`src/rtl/cart_map_pkg.sv`:
```
package cart_map_pkg;
  localparam int unsigned PAGE_W     = 13;   // 8 KiB page offset width
  localparam int unsigned RAM_AW     = 14;   // 16 KiB work RAM
  localparam int unsigned BANK_SEL_W = 4;
  localparam int unsigned MIRROR_BIT = 3;
  localparam int unsigned RAMOFF_BIT = 4;
  localparam int unsigned FIXED_PAGES = 4;

  localparam logic [15:0] OVL_LO  = 16'hB800;
  localparam logic [15:0] OVL_HI  = 16'hD7FF;
  localparam logic [RAM_AW-1:0] OVL_BASE = RAM_AW'(16'h2000);

  // Window bank reduced into the ROM that exists.
  function automatic int unsigned wrap_bank(input logic [BANK_SEL_W-1:0] sel,
                                            input int unsigned nbanks);
    return int'(sel) % nbanks;
  endfunction

  // Upper 32 KiB: last four banks in order.
  function automatic int unsigned fixed_bank(input logic [1:0] slot,
                                             input int unsigned nbanks);
    return nbanks - FIXED_PAGES + int'(slot);
  endfunction

  function automatic logic in_overlay(input logic [15:0] a);
    return (a >= OVL_LO) && (a <= OVL_HI);
  endfunction

  function automatic logic [RAM_AW-1:0] overlay_offset(input logic [15:0] a);
    logic [15:0] d;
    d = a - OVL_LO;
    return OVL_BASE + RAM_AW'(d);
  endfunction
endpackage

```
`src/rtl/cart_ctrl_regs.sv`:
```
module cart_ctrl_regs
  import cart_map_pkg::*;
(
  input  logic                  clk,
  input  logic                  rst_n,
  input  logic                  strap_horiz,
  input  logic                  wr,
  input  logic [3:0]            page,
  input  logic [7:0]            wdata,
  output logic [BANK_SEL_W-1:0] bank_q,
  output logic                  ram_off_q,
  output logic                  mirror_q,
  output logic                  bank_wr,
  output logic                  mode_wr,
  output logic                  mirror_wr
);
  // Named load events, one per control field.
  assign bank_wr   = wr && (page == 4'h8);
  assign mirror_wr = wr && (page == 4'hE);
  assign mode_wr   = wr && (page == 4'hF);

  always_ff @(posedge clk) begin
    if (!rst_n) begin
      bank_q    <= '0;
      ram_off_q <= 1'b0;
      mirror_q  <= strap_horiz;
    end else begin
      if (bank_wr)   bank_q    <= wdata[BANK_SEL_W-1:0];
      if (mode_wr)   ram_off_q <= wdata[RAMOFF_BIT];
      if (mirror_wr) mirror_q  <= wdata[MIRROR_BIT];
    end
  end
endmodule

```
`src/rtl/cart_addr_decode.sv`:
```
module cart_addr_decode
  import cart_map_pkg::*;
#(
  parameter int unsigned ROM_BANKS = 11,
  localparam int unsigned BANK_W = $clog2(ROM_BANKS),
  localparam int unsigned ROM_AW = BANK_W + PAGE_W
) (
  input  logic [15:0]           addr,
  input  logic                  rd,
  input  logic                  wr,
  input  logic [BANK_SEL_W-1:0] bank,
  input  logic                  ram_off,
  output logic [ROM_AW-1:0]     rom_addr,
  output logic                  rom_cs,
  output logic [RAM_AW-1:0]     ram_addr,
  output logic                  ram_cs,
  output logic                  ram_we
);
  logic              win_hit;
  logic              ovl_hit;
  logic [BANK_W-1:0] win_bank;
  logic [BANK_W-1:0] top_bank;

  assign win_hit  = (addr[15:13] == 3'b011);
  assign ovl_hit  = in_overlay(addr);
  assign win_bank = BANK_W'(wrap_bank(bank, ROM_BANKS));
  assign top_bank = BANK_W'(fixed_bank(addr[14:13], ROM_BANKS));

  always_comb begin
    rom_addr = '0;
    rom_cs   = 1'b0;
    ram_addr = '0;
    ram_cs   = 1'b0;
    ram_we   = 1'b0;
    if (win_hit) begin
      if (wr) begin
        ram_cs   = 1'b1;
        ram_we   = 1'b1;
        ram_addr = RAM_AW'(addr[PAGE_W-1:0]);
      end else if (rd) begin
        if (ram_off) begin
          rom_cs   = 1'b1;
          rom_addr = {win_bank, addr[PAGE_W-1:0]};
        end else begin
          ram_cs   = 1'b1;
          ram_addr = RAM_AW'(addr[PAGE_W-1:0]);
        end
      end
    end else if (addr[15]) begin
      if (wr) begin
        if (ovl_hit) begin
          ram_cs   = 1'b1;
          ram_we   = 1'b1;
          ram_addr = overlay_offset(addr);
        end
      end else if (rd) begin
        if (ovl_hit && !ram_off) begin
          ram_cs   = 1'b1;
          ram_addr = overlay_offset(addr);
        end else begin
          rom_cs   = 1'b1;
          rom_addr = {top_bank, addr[PAGE_W-1:0]};
        end
      end
    end
  end
endmodule

```
`src/rtl/cart_overlay_mapper.sv`:
```
module cart_overlay_mapper
  import cart_map_pkg::*;
#(
  parameter int unsigned ROM_BANKS = 11,
  localparam int unsigned ROM_AW = $clog2(ROM_BANKS) + PAGE_W
) (
  input  logic              clk,
  input  logic              rst_n,
  input  logic              strap_horiz,
  input  logic [15:0]       cpu_addr,
  input  logic [7:0]        cpu_wdata,
  input  logic              cpu_rd,
  input  logic              cpu_wr,
  input  logic [12:0]       ppu_addr,
  output logic [ROM_AW-1:0] rom_addr,
  output logic              rom_cs,
  output logic [13:0]       ram_addr,
  output logic              ram_cs,
  output logic              ram_we,
  output logic [12:0]       chr_addr,
  output logic              mirror_horiz
);
  logic [BANK_SEL_W-1:0] bank_q;
  logic                  ram_off_q;
  logic                  bank_wr;
  logic                  mode_wr;
  logic                  mirror_wr;

  cart_ctrl_regs u_regs (
    .clk        (clk),
    .rst_n      (rst_n),
    .strap_horiz(strap_horiz),
    .wr         (cpu_wr),
    .page       (cpu_addr[15:12]),
    .wdata      (cpu_wdata),
    .bank_q     (bank_q),
    .ram_off_q  (ram_off_q),
    .mirror_q   (mirror_horiz),
    .bank_wr    (bank_wr),
    .mode_wr    (mode_wr),
    .mirror_wr  (mirror_wr)
  );

  cart_addr_decode #(.ROM_BANKS(ROM_BANKS)) u_dec (
    .addr    (cpu_addr),
    .rd      (cpu_rd),
    .wr      (cpu_wr),
    .bank    (bank_q),
    .ram_off (ram_off_q),
    .rom_addr(rom_addr),
    .rom_cs  (rom_cs),
    .ram_addr(ram_addr),
    .ram_cs  (ram_cs),
    .ram_we  (ram_we)
  );

  // Character memory is a single fixed bank.
  assign chr_addr = ppu_addr;
endmodule

```
`config.mk`:
```
export PLATFORM = sky130hd
export DESIGN_NAME = cart_overlay_mapper
export DESIGN_NICKNAME = d
export VERILOG_FILES = /design/src/rtl/cart_map_pkg.sv /design/src/rtl/cart_ctrl_regs.sv /design/src/rtl/cart_addr_decode.sv /design/src/rtl/cart_overlay_mapper.sv
export SDC_FILE = /design/constraint.sdc
export NUM_CORES = 1
export LEC_CHECK = 0
export ABC_AREA = 1
export CAP_MARGIN = 25
export CELL_PAD_IN_SITES_DETAIL_PLACEMENT = 0
export CELL_PAD_IN_SITES_GLOBAL_PLACEMENT = 2
export CORE_ASPECT_RATIO = 1.2
export CORE_MARGIN = 2
export CORE_UTILIZATION = 16
export CTS_BUF_LIST = sky130_fd_sc_hd__clkbuf_4 sky130_fd_sc_hd__clkbuf_8
export CTS_CLUSTER_DIAMETER = 50
export DETAILED_ROUTE_END_ITERATION = 6
export PLACE_DENSITY = 0.94
export SLEW_MARGIN = 20
export SYNTH_ARGS = -nofsm -noshare
export SYNTH_HDL_FRONTEND = slang
export SYNTH_HIERARCHICAL = 1
export SYNTH_SLANG_ARGS = --single-unit
export TNS_END_PERCENT = 30
```
`constraint.sdc`:
```
create_clock -name clk -period 2.54 [get_ports clk]
set_clock_uncertainty 0.05 [all_clocks]
set_input_delay 0.508 -clock clk [delete_from_list [all_inputs] [get_ports clk]]
set_output_delay 0.508 -clock clk [all_outputs]
set_load 0.01 [all_outputs]
```
==> flow_summary.toml, run 1 <==
[global_route]
gr-total-overflow = 0
grt_antenna_before_repair = 0
via_count_of_the_first_global_routing_pass = 1088
grt_pass1_wl_um = 5020
grt_util_all_layers = 0.0861
maximum_number_of_pins_on_one_net_before_global_route_repair = 16

[routing]
drc = 0
drtAntennaViolNets = 0
routedWlPerCell_um = 10.5
drt_iter0_drc = 29
detail_route.first_pass.iterations = 4
drt_wl_total_um = 3200
avgViaCountPerCell = 3.87
via_count = 1183

[setup_path]
slack_of_the_worst_reg_to_reg_path_ns = 1.87
critical_path.max_stage_delay_ns = 0.48
worst_setup_path_start_kind = "input port"
cp.arrival_ns = 1.95
worst-path-max-fanout = 14
path_class = "in2out"
crit_path_end_kind = "primary output"
worst_path_most_repeated_cell = "sky130_fd_sc_hd__nand2_2"
crit_path_cell_trace = "dlygate4sd2_1, nand2_2, inv_1, nand2_2, nand4_1, nand2_2, buf_12, nand2_1, clkdlybuf4s50_1"
critical_path_s_slowest_cell = "sky130_fd_sc_hd__clkdlybuf4s50_1"
critPathRequiredTime_ns = 1.98

[timing]
setup_viol_count_final = 0
fmaxAchievable_ghz = 0.399
final_max_slew_viol_count = 0
finalWorstSetupSlack_ns = 0.0310
fin_crit_sh = 0.988
worst_slew_pin_slew_ns = 0.469
worst_slew_margin_rel = 0.684
finalHoldViolCount = 0
unrepaired_setup_endpoints_after_global_routing = "true"
period_minus_slack_ns = 2.51

[floorplan]
initial_core_util = 0.164
chipHeight_um = 92.4
die_outline_width_um = 77.6
row_count = 32
die_area_mm2 = 0.00717
placeableCoreArea_mm2 = 0.00637
io-pin-count = 90

[layout]
antenna_cells = 0
stdcell_area_mm2 = 0.00178
share_of_post_route_cells_with_drive_strength_above_1 = 0.303
post-route-util = 0.280
area_growth_pct = 71.4
final_net_count = 268

[clock_tree]
cts_made_buffers = 3
worst_setup_hold_path_clk_slew_ns = 0.04
tritoncts = "built"
cts-root-to-sink-buffers = 2
cts-hold-fix-buffers = 0
number_of_sinks_handled_by_clock_tree_synthesis = 6
worstSkewPairLatency_ns = 0.22
htree_levels = 1
clk_root_buffer_cell = "sky130_fd_sc_hd__clkbuf_8"

[placement]
placement.setup.worst_slack_ns = -0.474
postPlaceCellArea_mm2 = 0.00174
place_congestion = 0.794
port_buffers = 60
detailedPlacementHpwl_um = 2570

[hold_path]
hp-class = "reg2reg"

[pwr]
p_per_area_mw_per_mm2 = 264
power_w = 0.000472
power.ir.vdd_worst_uv = 179
power_leakage_nw = 0.940

[synth]
syn_area_mm2 = 0.00104
avgSynthCellArea_um2 = 6.72
synth.yosys.warnings = 6
post_synth_net_total = 201
synthCells = 155

[status]
run_status = "complete, no violations"

[job]
max_cap_viol_count = 0
==> worst paths after layout <==
check,from,cells past startpoint,endpoint
max,cpu_addr[11],9,rom_cs
min,u_regs/ram_off_q,2,u_regs/ram_off_q
max reg2reg,u_regs/bank_q[0],2,u_regs/bank_q[0]
min reg2reg,u_regs/ram_off_q,2,u_regs/ram_off_q
==> cell usage in the layout (no fill, tap or decap), types with 3 or more instances in the layout <==
cell type and instances:
sky130_fd_sc_hd__ha_1 3, sky130_fd_sc_hd__clkdlybuf4s50_1 21, sky130_fd_sc_hd__nand2_1 14, sky130_fd_sc_hd__clkbuf_8 3, sky130_fd_sc_hd__dlygate4sd2_1 30, sky130_fd_sc_hd__a21oi_1 18
sky130_fd_sc_hd__nand2_2 5, sky130_fd_sc_hd__nor2_4 13, sky130_fd_sc_hd__a21oi_2 3, sky130_fd_sc_hd__o21ai_0 7, sky130_fd_sc_hd__inv_1 28, sky130_fd_sc_hd__inv_2 5
sky130_fd_sc_hd__buf_4 18, sky130_fd_sc_hd__nand3_1 9, sky130_fd_sc_hd__dfxtp_1 5, sky130_fd_sc_hd__nor2_1 9
==> state kept, by name, summed over array words and instances (netlist names) <==
register          flops
u_regs/bank_q         4
u_regs/mirror_q       1
u_regs/ram_off_q      1
==> layout make-up <==
type | instances | area [um2]
Multi-Input combinational cell | 97 | 651
Fill cell | 711 | 4580
Sequential cell | 6 | 130
Inverter | 35 | 141
Tap cell | 85 | 106
Timing Repair Buffer | 79 | 707
Clock buffer | 4 | 48.8
==> critical path: cells and delay by family <==
kind | cells | cell delay (ns)
simple gates | 5 | 0.50
buf+inv | 4 | 0.93
==> metrics by stage <==
stage / TNS, ns / instances / hold WS [ns]
3_3_place_gp: -12.98 / 298 / 0.470
5_1_grt: -0.0380 / 306 / 0.521
6_report: 0 / 306 / 0.480
4_1_cts: -0.0160 / 306 / 0.485
2_1_floorplan: 0 / 155 / 0.434
3_5_place_dp: -13.79 / 298 / 0.478
==> routing by layer <==
metal	global-route usage	share of wire
met2	0.157	0.50
met5	0	0
met1	0.0970	0.40
met3	0.0205	0.092
met4	0.0283	0.015
==> report_power, final <==
group          switching [W]  leakage (nW)  internal, W
logic               0.000105         0.864     0.000106
clock network      0.0000390        0.0262     0.000118
registers         0.00000248        0.0503     0.000101
total               0.000146         0.940     0.000325
==> repair_timing <==
action | in CTS | in global routing
gates resized for setup | 60 | 5
setup buffers | 4 | 0
pin swaps | 1 | 1
setup endpoints to repair | 34 | 10
No activity file was read; power rests on OpenSTA's default activity.
==> inputs of run 2 (changes only) <==
- CORE_MARGIN: 2 -> default
==> run 2 against run 1 <==
Via count fell by 0.93%. Sequential power barely moved. Combinational power rose by 2%. Maximum frequency rose by 2.2%. Hold slack improved by 0.0079 ns. Non-clock buffer count rose by 3. First-iteration DRC count fell by 41%. Sequential cell count did not move. Clock power barely moved. Core utilization rose by 1.5 points. Register-to-register slack barely moved.
==> flow_summary.toml, run 2 (synthesized netlist as in run 1, its figures left out) <==
[status]
run_status = "complete, no violations"

[routing]
routedWlPerCell_um = 10.2
detail_route.first_pass.iterations = 4
drt_iter0_drc = 17
drtAntennaViolNets = 0
drt_wl_total_um = 3110
drc = 0
avgViaCountPerCell = 3.83
via_count = 1172

[placement]
place_congestion = 0.759
port_buffers = 60
detailedPlacementHpwl_um = 2610

[timing]
setup_viol_count_final = 0
finalHoldViolCount = 0
period_minus_slack_ns = 2.45
unrepaired_setup_endpoints_after_global_routing = "false"
worst_slew_pin_slew_ns = 0.306
fin_crit_sh = 0.966
worst_slew_margin_rel = 0.796
fmaxAchievable_ghz = 0.407
final.hold.worst_slack_ns = 0.488
final_max_slew_viol_count = 0

[layout]
fillerInstances = 706
post-route-util = 0.295
max_ffs_per_register = 4
final_common_cell = "sky130_fd_sc_hd__dlygate4sd2_1"
area_growth_pct = 74.9
final_net_count = 271
largest_register_by_flop_count = "u_regs/bank_q"
biggestRegsByFlops = "u_regs/bank_q: 4 flops, u_regs/mirror_q: 1 flops, u_regs/ram_off_q: 1 flops"
mostFrequentLayoutCells = "sky130_fd_sc_hd__dlygate4sd2_1, sky130_fd_sc_hd__inv_1, sky130_fd_sc_hd__clkdlybuf4s50_1, sky130_fd_sc_hd__buf_4, sky130_fd_sc_hd__a21oi_1"
antenna_cells = 0
share_of_post_route_cells_with_drive_strength_above_1 = 0.286
final-seq-area_um2 = 130
multi_input_comb_area_um2 = 648

[floorplan]
placeableCoreArea_mm2 = 0.00617
die_area_mm2 = 0.00683
row_count = 31
die_outline_width_um = 75.6
initial_core_util = 0.169
chipHeight_um = 90.4
io-pin-count = 90

[setup_path]
critical_path.max_stage_delay_ns = 0.29
worst_setup_path_start_kind = "input port"
critical_path_s_slowest_cell = "sky130_fd_sc_hd__dlygate4sd2_1"
cp.arrival_ns = 1.90
worst_path_most_repeated_cell = "sky130_fd_sc_hd__nand2_2"
worst-path-max-fanout = 4
path_class = "in2out"
crit_path_end_kind = "primary output"
crit_path_cell_trace = "dlygate4sd2_1, buf_4, nand2_2, nand2_2, nand4_1, nand2_2, buf_4, o21ai_1, dlygate4sd2_1"
critPathRequiredTime_ns = 1.98
slack_of_the_worst_reg_to_reg_path_ns = 1.87

[global_route]
via_count_of_the_first_global_routing_pass = 1106
maximum_number_of_pins_on_one_net_before_global_route_repair = 16
grt_antenna_before_repair = 0
grt_pass1_wl_um = 4790
grt_util_all_layers = 0.0889
gr-total-overflow = 0

[pwr]
p_per_area_mw_per_mm2 = 261
power_w = 0.000476
power.ir.vdd_worst_uv = 130
power_leakage_nw = 0.956

[clock_tree]
cts_made_buffers = 3
number_of_sinks_handled_by_clock_tree_synthesis = 6
worst_setup_hold_path_clk_slew_ns = 0.03
clk_root_buffer_cell = "sky130_fd_sc_hd__clkbuf_8"
worstSkewPairLatency_ns = 0.21
cts-hold-fix-buffers = 0
tritoncts = "built"
cts-root-to-sink-buffers = 2
htree_levels = 1

[hold_path]
hp-class = "reg2reg"

[job]
max_cap_viol_count = 0
run 2: what timing repair did:
action | 4_1_cts | 5_1_grt
gates resized for setup | 56 | 4
pin swaps | 4 | 1
setup endpoints to repair | 34 | 5
buffers inserted | 6 | 0
run 2: stage by stage:
stage          setup WS [ns]  setup TNS [ns]  area (um2)  std cells
2_1_floorplan          0.613               0        1040        155
3_3_place_gp          -0.448          -13.34        1740        296
3_5_place_dp          -0.475          -14.21        1740        296
4_1_cts              0.00131               0        1810        306
5_1_grt              0.00116               0        1820        306
6_report              0.0858               0        1820        306
run 2: critical path: cells and delay by family:
kind	cells	cell delay [ns]
buf+inv	4	0.85
compound gates	1	0.17
simple gates	4	0.36
run 2: worst paths after layout:
path / start / endpoint / cells after the start
min reg2reg: u_regs/bank_q[2] / u_regs/bank_q[2] / 2
max reg2reg: u_regs/bank_q[0] / u_regs/bank_q[0] / 2
max: cpu_addr[14] / rom_addr[14] / 9
min: u_regs/bank_q[2] / u_regs/bank_q[2] / 2
run 2: final cells by class:
cell class,count,share of cell area
inverters,35,0.0777
repair buffers,82,0.412
flip-flops and latches,6,0.0715
well taps,82,0.0564
multi-input cells,97,0.356
clock buffers,4,0.0268
run 2: metal layers:
| layer | vias to the layer above | share of wire | track usage |
|---|---|---|---|
| met3 | 6 | 0.075 | 0.0179 |
| met1 | 504 | 0.39 | 0.0949 |
| met4 | 0 | 0.018 | 0.0201 |
| li1 | 607 | - | - |
| met5 | - | 0 | 0 |
| met2 | 55 | 0.51 | 0.170 |
run 2: where the power goes:
group | leakage (nW) | switching [W] | internal (W)
Clock | 0.0262 | 0.0000388 | 0.000118
Combinational | 0.879 | 0.000104 | 0.000111
Sequential | 0.0503 | 0.00000252 | 0.000101
Total | 0.956 | 0.000146 | 0.000330
